**config.mk**
```make
export PLATFORM = sky130hd
export DESIGN_NAME = wdrc_top
export DESIGN_NICKNAME = d
export VERILOG_FILES = /design/src/rtl/wdrc_pkg.sv /design/src/rtl/wdrc_counter.sv /design/src/rtl/wdrc_stretch.sv /design/src/rtl/wdrc_status.sv /design/src/rtl/wdrc_top.sv
export SDC_FILE = /design/constraint.sdc
export NUM_CORES = 1
export LEC_CHECK = 0
export ABC_AREA = 1
export CAP_MARGIN = 30
export CORE_MARGIN = 4
export CORE_UTILIZATION = 49
export CTS_CLUSTER_SIZE = 8
export DETAILED_ROUTE_END_ITERATION = 8
export PLACE_DENSITY_LB_ADDON = 0.12
export SYNTH_ARGS = -nofsm -noshare
export SYNTH_HDL_FRONTEND = slang
export SYNTH_SLANG_ARGS = --single-unit
```
**constraint.sdc**
```tcl
create_clock -name clk -period 1.53 [get_ports clk]
set_input_delay 0.2295 -clock clk [delete_from_list [all_inputs] [get_ports clk]]
set_output_delay 0.2295 -clock clk [all_outputs]
set_load 0.005 [all_outputs]
```
**src/rtl/wdrc_pkg.sv**
```systemverilog
package wdrc_pkg;

    localparam int unsigned DATA_W = 8;

    typedef enum logic [1:0] {
        A_TCTL = 2'd0,
        A_TCNT = 2'd1,
        A_RSC  = 2'd2,
        A_NONE = 2'd3
    } reg_addr_e;

    typedef struct packed {
        logic run;
        logic wdog;
    } tctl_t;

    typedef struct packed {
        logic flag;
        logic rst_en;
        logic spare;
    } rsc_t;

    function automatic logic [DATA_W-1:0] pack_rsc(rsc_t s);
        logic [DATA_W-1:0] v;
        v = '1;
        v[DATA_W-1] = s.flag;
        v[DATA_W-2] = s.rst_en;
        v[DATA_W-3] = s.spare;
        return v;
    endfunction

    function automatic logic [DATA_W-1:0] pack_tctl(tctl_t t);
        logic [DATA_W-1:0] v;
        v = '0;
        v[1] = t.run;
        v[0] = t.wdog;
        return v;
    endfunction

endpackage

```
**src/rtl/wdrc_counter.sv**
```systemverilog
module wdrc_counter #(
    parameter int unsigned CNT_W = 8
) (
    input  logic             clk,
    input  logic             rst,
    input  logic             hold,
    input  logic             run,
    input  logic             tick,
    input  logic             ld,
    input  logic [CNT_W-1:0] ld_val,
    output logic [CNT_W-1:0] cnt,
    output logic             wrap
);

    assign wrap = run & tick & ~hold & ~ld & (cnt == '1);

    always_ff @(posedge clk) begin
        if (rst || hold)
            cnt <= '0;
        else if (ld)
            cnt <= ld_val;
        else if (run && tick)
            cnt <= cnt + 1'b1;
    end


    hold_zero_chk: assert property (@(posedge clk) disable iff (rst)
        hold |=> (cnt == '0));


    idle_hold_chk: assert property (@(posedge clk) disable iff (rst)
        (!run && !ld && !hold) |=> $stable(cnt));

endmodule

```
**src/rtl/wdrc_stretch.sv**
```systemverilog
module wdrc_stretch #(
    parameter int unsigned LEN = 16
) (
    input  logic clk,
    input  logic rst,
    input  logic fire,
    output logic active
);

    localparam int unsigned PW = $clog2(LEN + 1);

    logic [PW-1:0] left_q;

    always_ff @(posedge clk) begin
        if (rst)
            left_q <= '0;
        else if (fire)
            left_q <= PW'(LEN);
        else if (left_q != '0)
            left_q <= left_q - 1'b1;
    end

    assign active = (left_q != '0);


    len_chk: assert property (@(posedge clk) disable iff (rst)
        (fire && !active) |=> active);

endmodule

```
**src/rtl/wdrc_status.sv**
```systemverilog
module wdrc_status
    import wdrc_pkg::*;
(
    input  logic       clk,
    input  logic       rst,
    input  logic       set_ovf,
    input  logic       rd_hit,
    input  logic       wr_hit,
    input  logic [2:0] wbits,
    output rsc_t       rsc
);

    logic arm_q;

    always_ff @(posedge clk) begin
        if (rst) begin
            rsc   <= '0;
            arm_q <= 1'b0;
        end else begin
            if (set_ovf)
                rsc.flag <= 1'b1;
            else if (wr_hit && arm_q && !wbits[2])
                rsc.flag <= 1'b0;
            if (wr_hit) begin
                rsc.rst_en <= wbits[1];
                rsc.spare  <= wbits[0];
                arm_q      <= 1'b0;
            end else if (rd_hit && rsc.flag) begin
                arm_q <= 1'b1;
            end
        end
    end


    wr_one_chk: assert property (@(posedge clk) disable iff (rst)
        (wr_hit && wbits[2] && rsc.flag) |=> rsc.flag);


    armed_clear_chk: assert property (@(posedge clk) disable iff (rst)
        $fell(rsc.flag) |-> $past(arm_q));


    set_wins_chk: assert property (@(posedge clk) disable iff (rst)
        set_ovf |=> rsc.flag);

endmodule

```
**src/rtl/wdrc_top.sv**
```systemverilog
module wdrc_top
    import wdrc_pkg::*;
#(
    parameter int unsigned CNT_W     = 8,
    parameter int unsigned PULSE_LEN = 16
) (
    input  logic              clk,
    input  logic              rst,
    input  logic              tick,
    input  logic [1:0]        bus_addr,
    input  logic              bus_we,
    input  logic [DATA_W-1:0] bus_wdata,
    input  logic              bus_re,
    output logic [DATA_W-1:0] bus_rdata,
    output logic              sys_rst_req,
    output logic              ivl_irq
);

    reg_addr_e         addr;
    tctl_t             tctl_q;
    rsc_t              rsc;
    logic [CNT_W-1:0]  cnt;
    logic [DATA_W-1:0] cnt_ext;
    logic              wrap, wd_ovf, iv_ovf, fire, active, irq_q;

    assign addr   = reg_addr_e'(bus_addr);
    assign wd_ovf = wrap & tctl_q.wdog;
    assign iv_ovf = wrap & ~tctl_q.wdog;
    assign fire   = wd_ovf & rsc.rst_en;

    wdrc_counter #(.CNT_W(CNT_W)) u_cnt (
        .clk    (clk),
        .rst    (rst),
        .hold   (active),
        .run    (tctl_q.run),
        .tick   (tick),
        .ld     (bus_we && addr == A_TCNT),
        .ld_val (bus_wdata[CNT_W-1:0]),
        .cnt    (cnt),
        .wrap   (wrap)
    );

    wdrc_stretch #(.LEN(PULSE_LEN)) u_pulse (
        .clk    (clk),
        .rst    (rst),
        .fire   (fire),
        .active (active)
    );

    wdrc_status u_rsc (
        .clk     (clk),
        .rst     (rst),
        .set_ovf (wd_ovf),
        .rd_hit  (bus_re && addr == A_RSC),
        .wr_hit  (bus_we && addr == A_RSC),
        .wbits   (bus_wdata[DATA_W-1:DATA_W-3]),
        .rsc     (rsc)
    );

    always_ff @(posedge clk) begin
        if (rst || wd_ovf || active)
            tctl_q <= '0;
        else if (bus_we && addr == A_TCTL)
            tctl_q <= '{run: bus_wdata[1], wdog: bus_wdata[0]};
    end

    always_ff @(posedge clk) begin
        if (rst)
            irq_q <= 1'b0;
        else
            irq_q <= iv_ovf;
    end

    always_comb begin
        cnt_ext = '0;
        cnt_ext[CNT_W-1:0] = cnt;
    end

    always_comb begin
        case (addr)
            A_TCTL:  bus_rdata = pack_tctl(tctl_q);
            A_TCNT:  bus_rdata = cnt_ext;
            A_RSC:   bus_rdata = pack_rsc(rsc);
            default: bus_rdata = '0;
        endcase
    end

    assign sys_rst_req = active;
    assign ivl_irq     = irq_q;


    no_ivl_flag_chk: assert property (@(posedge clk) disable iff (rst)
        $rose(rsc.flag) |-> $past(tctl_q.wdog));


    req_needs_en_chk: assert property (@(posedge clk) disable iff (rst)
        $rose(sys_rst_req) |-> $past(rsc.rst_en));


    irq_single_chk: assert property (@(posedge clk) disable iff (rst)
        ivl_irq |=> !ivl_irq);


    ones_chk: assert property (@(posedge clk) disable iff (rst)
        (addr == A_RSC) |-> (bus_rdata[4:0] == 5'h1F));

endmodule

```
Word-level counts from Yosys, hierarchy flattened
Cells that the tools add are included.
Storage, ports and cells
  flip-flop bits (word level): 20
  input bits: 15
  output and inout port bits: 10
Operators by class
  add/sub/neg operators: 2
  equal/unequal tests: 3
  mux-type cells: 7
  bitwise operators: 10
  reductions and logical operators: 19
Operators by type and width (number)
  one-hot mux 8 bit (3 select lines): 1
  2-to-1 mux 8 bit: 2
  2-to-1 mux 5 bit: 2
  adder 8 x 1 -> 8 bit, second input constant: 1
  equality test 8 bit, second input constant: 1
  logical AND 1 bit: 8
  bitwise AND 1 bit: 7
  nonzero test 2 bit: 3
  nonzero test 5 bit: 1
  subtractor 5 x 1 -> 5 bit, second input constant: 1
  OR reduction 2 bit: 2
  logical OR 1 bit: 3
  inverter 1 bit: 3
  equality test 2 x 1 -> 1 bit, second input constant: 1
  equality test 2 bit, second input constant: 1
  logical NOT 2 bit: 1
  2-to-1 mux 1 bit: 2
  logical NOT 1 bit: 1

Longest topological paths before layout
Gate-level depths: netlist of run 1.
  depth after elaboration: 8
  gate-level depth with buffers: 8
  depth with buffers taken out: 8

Hierarchy
From an unflattened synthesis of run 1, not the netlist that was laid out.
Second synthesis, totals
  cells, all modules: 192
  area total of the unflattened synthesis: 1263.7 µm²
Modules (own cells, without submodules)
  wdrc_counter: times used 1, cells each 87, area each 563.0 µm², sequential area each 160.2 µm²
  wdrc_top: times used 1, cells each 52, area each 302.8 µm², sequential area each 60.1 µm²
  wdrc_stretch: times used 1, cells each 33, area each 244.0 µm², sequential area each 100.1 µm²
  wdrc_status: times used 1, cells each 20, area each 153.9 µm², sequential area each 80.1 µm²

Worst setup path before layout of run 1
OpenSTA, ideal clock, no wires.
  path type: register to register
  from: register u_pulse.left_q[0]
  to: register u_pulse.left_q[0]
  arrival: 1.130 ns
  data required time: 1.416 ns
  path slack: 0.286 ns
  stages on the path, launching flop included: 8
  path buffers: 0
  cells stage by stage: dfxtp_1 -> inv_1 -> ha_1 -> nand3_4 -> nor2_1 -> nand4_1 -> nand2_1 -> nor2_1
Between the ends
  word-level cells in the longest chain between the ends: 8
  elaborated cells on any way between the ends: 9
Ends and longest elaborated chain
  from (decl): line wdrc_stretch.sv:12  | logic [PW-1:0] left_q;
  from (signal assigned): line wdrc_stretch.sv:18  | left_q <= PW'(LEN);
  from (signal assigned): line wdrc_stretch.sv:20  | left_q <= left_q - 1'b1;
  nonzero test 5 bit *: line wdrc_stretch.sv:23  | assign active = (left_q != '0);
  net sys_rst_req: line wdrc_top.sv:15  | output logic sys_rst_req,
  inverter 1 bit: line wdrc_counter.sv:15  | assign wrap = run & tick & ~hold & ~ld & (cnt == '1);
  bitwise AND 1 bit (3 in a row): line wdrc_counter.sv:15
  bitwise AND 1 bit: line wdrc_top.sv:27  | assign wd_ovf = wrap & tctl_q.wdog;
  bitwise AND 1 bit: line wdrc_top.sv:29  | assign fire = wd_ovf & rsc.rst_en;
  OR reduction 2 bit (no source line)
The timed path passes the listed nets; every way through them passes the cells marked *.
A chain may end at the register's enable or synchronous reset.

Worst setup path after layout of run 1
  from: register u_pulse.left_q[0]
  to: output sys_rst_req
Between the ends
  word-level cells in the longest chain between the ends: 1
Ends and longest elaborated chain (line)
  nonzero test 5 bit: wdrc_stretch.sv:23
  to (decl): wdrc_top.sv:15
No other way between the ends.

==> results by group, run 1 <==
Outcome
  • Status: completed

Yosys
  • Library cells used by synthesis: 23
  • #FFs+latches synth: 20
  • Syn Area/Cell: 6.70 um^2
  • Syn_nets: 190
  • Post-Synthesis Cells: about 170
  • Mapped cell area: 1160 um^2
  • Register area share after synthesis: 34.6%
  • Syn. warnings: 0

Route
  • Drt pass-1 iters: 4
  • Routed WL per cell: approximately 12 um
  • Mean number of vias per cell: 5.02
  • Via count: 1244
  • Antenna Nets Post-Route: 0
  • First-iteration detailed-routing DRC count: 56
  • DRC: 0
  • Final wirelength: 3010 um

STA
  • Final Hold Fails: 0
  • Clock Skews: 0.00623 ns
  • Achievable Freq: about 0.68 GHz
  • Setup TNS: 0 ns
  • Unrepaired setup endpoints after global routing: no
  • Slew @ Worst Pin: approximately 0.25 ns
  • Slew Viols, Final: 0
  • Period utilization: 95.8%
  • Worst setup margin: between 0.06 and 0.07 ns
  • Fin crit period: around 1.5 ns
  • Slew margin rel.: 83.4%
  • Final setup fails: 0

Floorplan
  • Starting Density: 51.9%
  • DIE AREA: 3210 um^2
  • Die W: 56.6 um
  • Core Area: ~2200 um^2
  • Die Y: 56.6 um
  • Num ports: 25
  • FP Rows: 17

Global route
  • Overflow after GRT: 0
  • All-layer global routing usage: 20.3%
  • Vias in the first global route: 1243
  • Global-route wire length before repair: 5260 um
  • Initial antenna violation count: 0
  • Largest net degree at the start of global routing: 11

Clock tree
  • CTS tree: yes
  • Clk slew on worst S/H paths: 0.11 ns
  • CTS sink count: 20
  • Deepest clock path buffer count: 2
  • Hold buffer count at CTS: 0
  • H-tree depth: 1
  • Clk root buf: clkbuf_4
  • Worst-skew pair later-pin latency: approximately 0.29 ns
  • Cts bufs inserted: 3

Worst setup path
  • WS Path Type: register to output port
  • Critical-path top delay cell: dfxtp_2
  • Setup crit start: u_pulse.left_q[0]
  • CP max FO: 3
  • Top Family by Delay on Critical Path: buffers and inverters
  • CP Cell Sequence: inv_1 -> ha_4 -> nand3_4 -> dlygate4sd2_1
  • WP data arrival: 1.24 ns
  • Critical Path RT: roughly 1.3 ns
  • CP startpoint kind: register
  • Buf/Inv on CP: 2
  • Reg-to-Reg Start: u_pulse.left_q[0]
  • CP peak stage delay: 0.34 ns
  • Critical path capture point type: output port

Placement
  • Placer Congestion: 0.868
  • Port Buffers: 24
  • Dpl ws: -0.503 ns
  • Post-DP HPWL: approximately 2400 um

Worst hold path
  • Worst hold path type: register to register
  • Hold wc startpoint: u_pulse.left_q[4]

Power
  • Max IR drop VDD: 0.00116 V
  • Leakage power: 0.777 nW
  • Total power: around 1.7 mW
  • Power per cell area: 1010 nW/um^2

Cells and area
  • Final core occ: 73.5%
  • Fill count: 184
  • Layout area overhead: 41.7%
  • Final net count: 239
  • Antenna Cells: 0
  • Share of layout cells above drive strength 1: between 20% and 30%

Flow run
  • Max Cap Viol: 0
==> cells in the mapped netlist <==
| library cell | count | area (um^2) |
|---|---|---|
| nand2_1 | 43 | 161 |
| inv_1 | 33 | 124 |
| dfxtp_1 | 20 | 400 |
| nand3_1 | 14 | 70.1 |
| o21ai_0 | 12 | 60.1 |
| nor2_1 | 11 | 41.3 |
| a21oi_1 | 9 | 45.0 |
| xor2_1 | 5 | 43.8 |
| nand4_1 | 4 | 25.0 |
| o22ai_1 | 3 | 18.8 |
| ha_1 | 2 | 25.0 |
| inv_2 | 2 | 7.51 |
| nand3_4 | 2 | 35.0 |
| nor2_2 | 2 | 12.5 |
| nor2_4 | 2 | 22.5 |
| o211ai_1 | 2 | 15.0 |
| a211oi_1 | 1 | 7.51 |
| a21o_1 | 1 | 7.51 |
| buf_4 | 1 | 7.51 |
| nand2_2 | 1 | 6.26 |
| nor3_1 | 1 | 5.00 |
| o21ai_2 | 1 | 8.76 |
| xnor2_1 | 1 | 8.76 |
==> placed cells by master, fill, tap and decap left out <==
cell type         n
clkdlybuf4s50_1  13
nand3_4           2
o21ai_2           1
inv_1            33
clkdlybuf4s15_2   1
nor3_1            1
nand4_1           4
inv_2             2
ha_4              2
a21oi_1           9
a21o_1            1
nor2_1           10
nand2_2           4
nand3_1          14
buf_4            21
dfxtp_1          14
dlygate4sd2_1     9
dfxtp_2           6
xor2_1            5
o21ai_1           2
nor2_2            3
xnor2_1           1
o22ai_1           3
nor2_4            2
o211ai_1          2
clkbuf_4          3
a211oi_1          1
nand2_1          40
o21ai_0          10
dlymetal6s2s_1    1
==> final cells by class <==
type | count | area (um^2) | share of cell area, %
tap | 28 | 35.0 | 2.13
sequential | 20 | 408 | 24.8
timing repair buffer | 45 | 390 | 23.8
inverter | 35 | 131 | 8.00
clock buffer | 3 | 22.5 | 1.37
multi-input combinational | 117 | 654 | 39.9
==> registers in the layout, indices dropped and copies added (netlist names) <==
signal and cells:
u_cnt.cnt 8, u_pulse.left_q 5, u_rsc.rsc 3, tctl_q 2, ivl_irq 1, u_rsc.arm_q 1
==> final timing paths <==
check / end / slack, ns / cells past startpoint
hold / removal: u_pulse.left_q[4] / 0.48 / 2
setup reg to reg: u_pulse.left_q[3] / 0.12 / 8
setup / recovery: sys_rst_req / 0.06 / 4
hold reg to reg: u_pulse.left_q[4] / 0.48 / 2
==> where the power goes <==
group / switching (mW) / internal, mW / total [mW]
clock network: 0.156 / 0.0916 / 0.247
logic: 0.406 / 0.359 / 0.765
registers: 0.0542 / 0.596 / 0.650
==> per-stage QoR <==
step	instance area [um^2]	cells	hold WS (ns)
floorplan	1160	173	0.299
global placement	1580	244	0.444
detailed placement	1580	244	0.463
CTS	1630	249	0.481
global route	1640	248	0.503
finish	1640	248	0.479
==> kinds of logic (layout without fill, tap and decap cells) <==
| family | count (synthesis) | after routing | synth area share (%) |
|---|---|---|---|
| AO/OA/AOI/OAI | 29 | 29 | 14.0 |
| buffers and inverters | 36 | 83 | 12.0 |
| adder cells (fa/ha/maj) | 2 | 2 | 2.16 |
| flip-flops | 20 | 20 | 34.6 |
| XOR/XNOR | 6 | 6 | 4.54 |
| AND/OR/NAND/NOR | 80 | 80 | 32.7 |
==> routing by layer <==
metal | up-vias | track usage [%] | routed length [um]
met5 | - | 0 | 0
met4 | 0 | 5.42 | 29
met3 | 4 | 2.99 | 100
met2 | 24 | 37.3 | 1540
met1 | 567 | 24.1 | 1340
li1 | 649 | - | -
==> worst register-to-register path, cell delays in order (launching register included) <==
cell     delay (ns)
dfxtp_2        0.34
inv_1          0.10
ha_4           0.17
nand3_4        0.07
buf_4          0.17
nor2_1         0.12
nand4_1        0.16
nand2_2        0.14
nor2_1         0.05
==> what timing repair did <==
| action | in CTS | in global routing |
|---|---|---|
| pin swaps | 0 | 4 |
| gates resized for setup | 22 | 7 |
| setup endpoints to repair | 9 | 9 |
| hold endpoints to repair | 0 | 0 |
| setup buffers | 2 | 0 |
Power figures use the tool's default switching activity.
==> run 2, diff against run 1 <==
- CORE_UTILIZATION: 49 -> 55
- DONT_BUFFER_PORTS: default -> 1
==> run 2 against run 1 <==
  * Non-clock buffer count shrank 44
  * First-iteration DRC count decreased by 88%
  * Combinational power decreased by 21%
  * Wire length shrank 11%
  * Critical path type is now register to register
  * Critical endpoint is now u_pulse.left_q[2]
  * Largest power group is now registers
==> results by group, run 2 (synthesis gave the netlist of run 1 again) <==
STA
  • Unrepaired setup endpoints after global routing: no
  • Hold_ws: 0.0865 ns
  • Final setup fails: 0
  • Fin crit period: 1.36 ns
  • Slew @ Worst Pin: 0.251 ns
  • Clock Skews: 0.00416 ns
  • Slew Viols, Final: 0
  • Slew margin rel.: between 80% and 90%
  • Achievable Freq: 0.735 GHz
  • Period utilization: 88.9%
  • Setup TNS: 0 ns
  • Final Hold Fails: 0

Route
  • Drt pass-1 iters: 4
  • Via count: 1097
  • Max Used Layer: met4
  • Antenna Nets Post-Route: 0
  • WL met3: 135 um
  • Final wirelength: between 2000 and 3000 um
  • DRC: 0
  • Wl on met1: 1220 um
  • First-iteration detailed-routing DRC count: 7
  • Routed WL per cell: approximately 13 um
  • Mean number of vias per cell: roughly 5.4
  • Metal2 WL: 1290 um

Cells and area
  • Fill count: 187
  • Largest regs: u_cnt.cnt: 8 flops, u_pulse.left_q: 5 flops, u_rsc.rsc: 3 flops
  • Antenna Cells: 0
  • Commonest cells after routing, fill and taps aside: nand2_1 (42), inv_1 (33), dfxtp_1 (19), nand3_1 (14), o21ai_0 (12)
  • Final net count: between 150 and 200
  • Layout area overhead: 6.80%
  • Final core occ: 62.4%
  • Largest reg by FF count: u_cnt.cnt
  • Share of layout cells above drive strength 1: 9.60%
  • Most common cell after layout, fill and taps aside: nand2_1
  • Max reg flops: 8

Clock tree
  • Cts bufs inserted: 3
  • Worst-skew pair later-pin latency: 0.30 ns
  • Clk slew on worst S/H paths: between 0.1 and 0.15 ns
  • CTS sink count: 20
  • Deepest clock path buffer count: 2
  • Clk root buf: clkbuf_4
  • Postcts setup bufs: 0
  • H-tree depth: 1
  • CTS tree: yes

Floorplan
  • Core Area: 1980 um^2
  • FP Rows: 16
  • Starting Density: between 50% and 60%
  • DIE AREA: a little under 3000 um^2
  • Num ports: 25
  • Die Y: 53.9 um
  • Die W: 53.9 um

Worst setup path
  • Critical path capture point type: register
  • Buf/Inv on CP: 1
  • Reg-to-Reg Start: u_pulse.left_q[0]
  • WS Path Type: register to register
  • Top Family by Delay on Critical Path: simple AND/OR/NAND/NOR gates
  • Reg2reg path depth: 7
  • Top cell by count, worst path: nor2_1
  • Reg-to-reg endpoint: u_pulse.left_q[2]
  • WP data arrival: 1.57 ns
  • CP max FO: 7
  • CP startpoint kind: register
  • Critical-path top delay cell: dfxtp_1
  • CP peak stage delay: 0.34 ns
  • Reg2Reg Setup Slack: about 0.17 ns
  • CP Cell Sequence: inv_1 -> ha_2 -> nand3_4 -> nor2_1 -> nand4_1 -> nand2_2 -> nor2_1
  • Critical Path RT: 1.74 ns

Global route
  • Global-route wire length before repair: 4720 um
  • Initial antenna violation count: 0
  • All-layer global routing usage: 22.3%
  • Overflow after GRT: 0
  • Largest net degree at the start of global routing: 12
  • Vias in the first global route: approximately 1100

Placement
  • Placer Congestion: between 0.8 and 0.9
  • Port Buffers: 0
  • Post-DP HPWL: 2110 um

Worst hold path
  • Worst hold path type: primary input to register
  • Hold Crit Depth: 2
  • Worst Hold Path EP: u_rsc.arm_q
  • Hold wc startpoint: bus_re

Outcome
  • Status: completed

Flow run
  • Max Cap Viol: 0

Power
  • Power per cell area: 1260 nW/um^2
  • P_int: 957 uW
  • Clock group share of total power: 19.7%
  • Switching share of total power: 38.6%
  • Psw: 603 uW
  • Max IR drop VDD: 0.000874 V
  • Seq pwr share: between 40% and 50%
  • Combinational share of power: 38.8%
  • Leakage power: 0.550 nW
  • Total power: around 1.6 mW
==> run 2: cell count changes in the layout (fill, tap and decap cells not counted), sizes merged <==
cell,delta
dlygate4sd3,+1
dlymetal6s2s,-1
buf,-21
clkdlybuf4s50,-13
clkdlybuf4s15,-1
clkbuf,+1
dlygate4sd2,-9
==> run 2: layout make-up <==
cell class	instances	area [um^2]	area share, %
flip-flops and latches	20	402	32.5
multi-input cells	117	624	50.5
clock buffers	4	36.3	2.93
inverters	35	131	10.6
repair buffers	1	10.0	0.809
well taps	27	33.8	2.73
==> run 2: repair_timing <==
| item | CTS | global route |
|---|---|---|
| hold buffers | 1 | 0 |
| gates resized for setup | 0 | 3 |
| endpoints found under the setup margin | 0 | 6 |
| hold endpoints to repair | 4 | 0 |
==> run 2: how the worst max path moves through the flow <==
stage,slack [ns],depth (start not counted),start,endpoint
after floorplan,0.29,7,u_pulse.left_q[0],u_pulse.left_q[0]
after global placement,0.19,7,u_pulse.left_q[0],u_pulse.left_q[3]
after detailed placement,0.14,7,u_pulse.left_q[0],u_pulse.left_q[2]
after CTS,0.12,7,u_pulse.left_q[0],u_pulse.left_q[2]
after global routing,0.01,8,u_cnt.cnt[1],u_pulse.left_q[1]
final,0.17,7,u_pulse.left_q[0],u_pulse.left_q[2]
==> run 2: power groups by stage <==
stage,Sequential (mW),Combinational [mW],Clock [mW]
after floorplan,0.645,0.485,0
after global placement,0.654,0.567,0
after detailed placement,0.657,0.591,0
after CTS,0.645,0.601,0.313
after global routing,0.655,0.691,0.334
final,0.646,0.606,0.308
==> run 2: layer usage <==
layer	GRT usage [%]	up-vias
li1	-	557
met1	27.6	515
met2	36.7	21
met3	7.48	4
met4	5.53	0
met5	0	-
==> run 2: metrics by stage <==
| stage | cells | setup slack (ns) | area, um^2 |
|---|---|---|---|
| 2_1_floorplan | 173 | 0.286 | 1160 |
| 3_3_place_gp | 199 | 0.187 | 1180 |
| 3_5_place_dp | 199 | 0.137 | 1180 |
| 4_1_cts | 204 | 0.121 | 1230 |
| 5_1_grt | 204 | 0.0146 | 1240 |
| 6_report | 204 | 0.170 | 1240 |
==> run 3, diff against run 2 <==
- CORE_UTILIZATION: 55 -> 61
==> run 3 against run 2 <==
  * Worst setup slack lost 0.051 ns
  * Cell count shrank 0.49%
  * Wire length shrank 3.6%
  * Clock skew grew 0.00088 ns
  * Largest power group unchanged
  * Critical path depth is the same
  * Highest routed layer unchanged
  * Via count grew 0.27%
  * Critical endpoint is now u_pulse.left_q[0]
==> results by group, run 3 (synthesis gave the netlist of run 1 again) <==
STA
  • Slew Viols, Final: 0
  • Slew margin rel.: 81.0%
  • Setup TNS: 0 ns
  • Fin crit period: ~1.4 ns
  • Period utilization: between 90% and 100%
  • Unrepaired setup endpoints after global routing: no
  • Clock Skews: 0.00504 ns
  • Achievable Freq: between 0.7 and 0.8 GHz
  • Final Hold Fails: 0
  • Hold_ws: 0.0920 ns
  • Slew @ Worst Pin: 0.282 ns
  • Final setup fails: 0

Floorplan
  • Num ports: 25
  • Core Area: 1760 um^2
  • Starting Density: 65.7%
  • DIE AREA: roughly 2700 um^2
  • Die W: 51.6 um
  • Die Y: between 50 and 60 um
  • FP Rows: 15

Global route
  • Initial antenna violation count: 0
  • Largest net degree at the start of global routing: 12
  • Global-route wire length before repair: 4240 um
  • Overflow after GRT: 0
  • All-layer global routing usage: 20.8%
  • Vias in the first global route: 1023

Worst setup path
  • CP max FO: 7
  • Reg2reg path depth: 7
  • Reg2Reg Setup Slack: 0.12 ns
  • WS Path Type: register to register
  • Critical path capture point type: register
  • CP startpoint kind: register
  • Critical Path RT: 1.73 ns
  • Reg-to-reg endpoint: u_pulse.left_q[0]
  • WP data arrival: 1.61 ns
  • Reg-to-Reg Start: u_pulse.left_q[0]

Clock tree
  • Deepest clock path buffer count: 2
  • Clk root buf: clkbuf_4
  • CTS sink count: 20
  • CTS tree: yes
  • Cts bufs inserted: 3
  • Clk slew on worst S/H paths: 0.10 ns
  • Worst-skew pair later-pin latency: 0.30 ns
  • H-tree depth: 1

Worst hold path
  • Hold Crit Depth: 2
  • Hold wc startpoint: bus_re
  • Worst Hold Path EP: u_rsc.arm_q
  • Worst hold path type: primary input to register

Power
  • Leakage power: 0.555 nW
  • Power per cell area: about 1200 nW/um^2
  • Max IR drop VDD: approximately 0.00082 V

Route
  • First-iteration detailed-routing DRC count: 45
  • Final wirelength: 2580 um
  • Via count: 1100
  • Drt pass-1 iters: 4
  • Mean number of vias per cell: 5.42
  • Antenna Nets Post-Route: 0
  • DRC: 0
  • Routed WL per cell: 12.7 um

Cells and area
  • Layout area overhead: 7.24%
  • Share of layout cells above drive strength 1: 8.99%
  • Most common cell after layout, fill and taps aside: nand2_1
  • Max reg flops: 8
  • Antenna Cells: 0
  • Largest reg by FF count: u_cnt.cnt
  • Largest regs: u_cnt.cnt: 8 flops, u_pulse.left_q: 5 flops, u_rsc.rsc: 3 flops
  • Fill count: 164
  • Commonest cells after routing, fill and taps aside: nand2_1 (43), inv_1 (33), dfxtp_1 (19), nand3_1 (14), o21ai_0 (12)
  • Final net count: between 150 and 200
  • Final core occ: 70.4%

Placement
  • Placer Congestion: 0.873
  • Port Buffers: 0
  • Post-DP HPWL: 2010 um

Outcome
  • Status: completed

Flow run
  • Max Cap Viol: 0
==> run 3: worst max path at each step <==
stage / from / cells past startpoint / slack, ns / to
after CTS: u_pulse.left_q[0] / 7 / 0.1 / u_pulse.left_q[0]
after detailed placement: u_pulse.left_q[0] / 7 / 0.12 / u_pulse.left_q[0]
after floorplan: u_pulse.left_q[0] / 7 / 0.29 / u_pulse.left_q[0]
after global placement: u_pulse.left_q[0] / 7 / 0.18 / u_cnt.cnt[2]
after global routing: u_pulse.left_q[0] / 7 / 0.02 / u_pulse.left_q[1]
final: u_pulse.left_q[0] / 7 / 0.12 / u_pulse.left_q[0]
==> run 3: power by group <==
part | switching (mW) | internal (mW) | total, mW
combinational | 0.374 | 0.226 | 0.600
clock | 0.155 | 0.145 | 0.301
sequential | 0.0566 | 0.590 | 0.646
==> run 3: layout make-up <==
| cell class | count | area [um^2] | share of cell area (%) |
|---|---|---|---|
| Multi-Input combinational cell | 117 | 622 | 50.1 |
| Sequential cell | 20 | 402 | 32.3 |
| Inverter | 35 | 131 | 10.6 |
| Clock buffer | 4 | 36.3 | 2.92 |
| Tap cell | 25 | 31.3 | 2.52 |
| Timing Repair Buffer | 2 | 20.0 | 1.61 |
==> run 3: repair_timing <==
action,CTS,global route
gates resized for setup,0,2
hold buffers,1,1
setup endpoints to repair,0,5
setup buffers,0,0
hold endpoints to repair,3,1
==> run 3: layer usage <==
metal	vias to the layer above	GRT usage, %	part of all wire, %	wire (um)
met2	40	37.1	49	1270
met1	496	24.5	42	1100
met3	4	4.58	7.4	191
li1	560	-	-	-
met4	0	6.55	0.81	21
met5	-	0	0	0
==> run 3: through the flow <==
| stage | instances | worst slack, ns | area, um^2 | power [mW] |
|---|---|---|---|---|
| after global placement | 197 | 0.176 | 1180 | 1.22 |
| after detailed placement | 197 | 0.118 | 1180 | 1.24 |
| after global routing | 203 | 0.0216 | 1240 | 1.66 |
| after floorplan | 173 | 0.286 | 1160 | 1.13 |
| final | 203 | 0.119 | 1240 | 1.55 |
| after CTS | 202 | 0.0994 | 1230 | 1.54 |
==> run 3: critical path, cell delays in order (launching register included) <==
cell and delay [ns]:
dfxtp_1 0.34, inv_1 0.08, ha_2 0.23, nand3_4 0.14
nor2_1 0.19, nand4_1 0.14, nand2_1 0.14, nor2_1 0.06
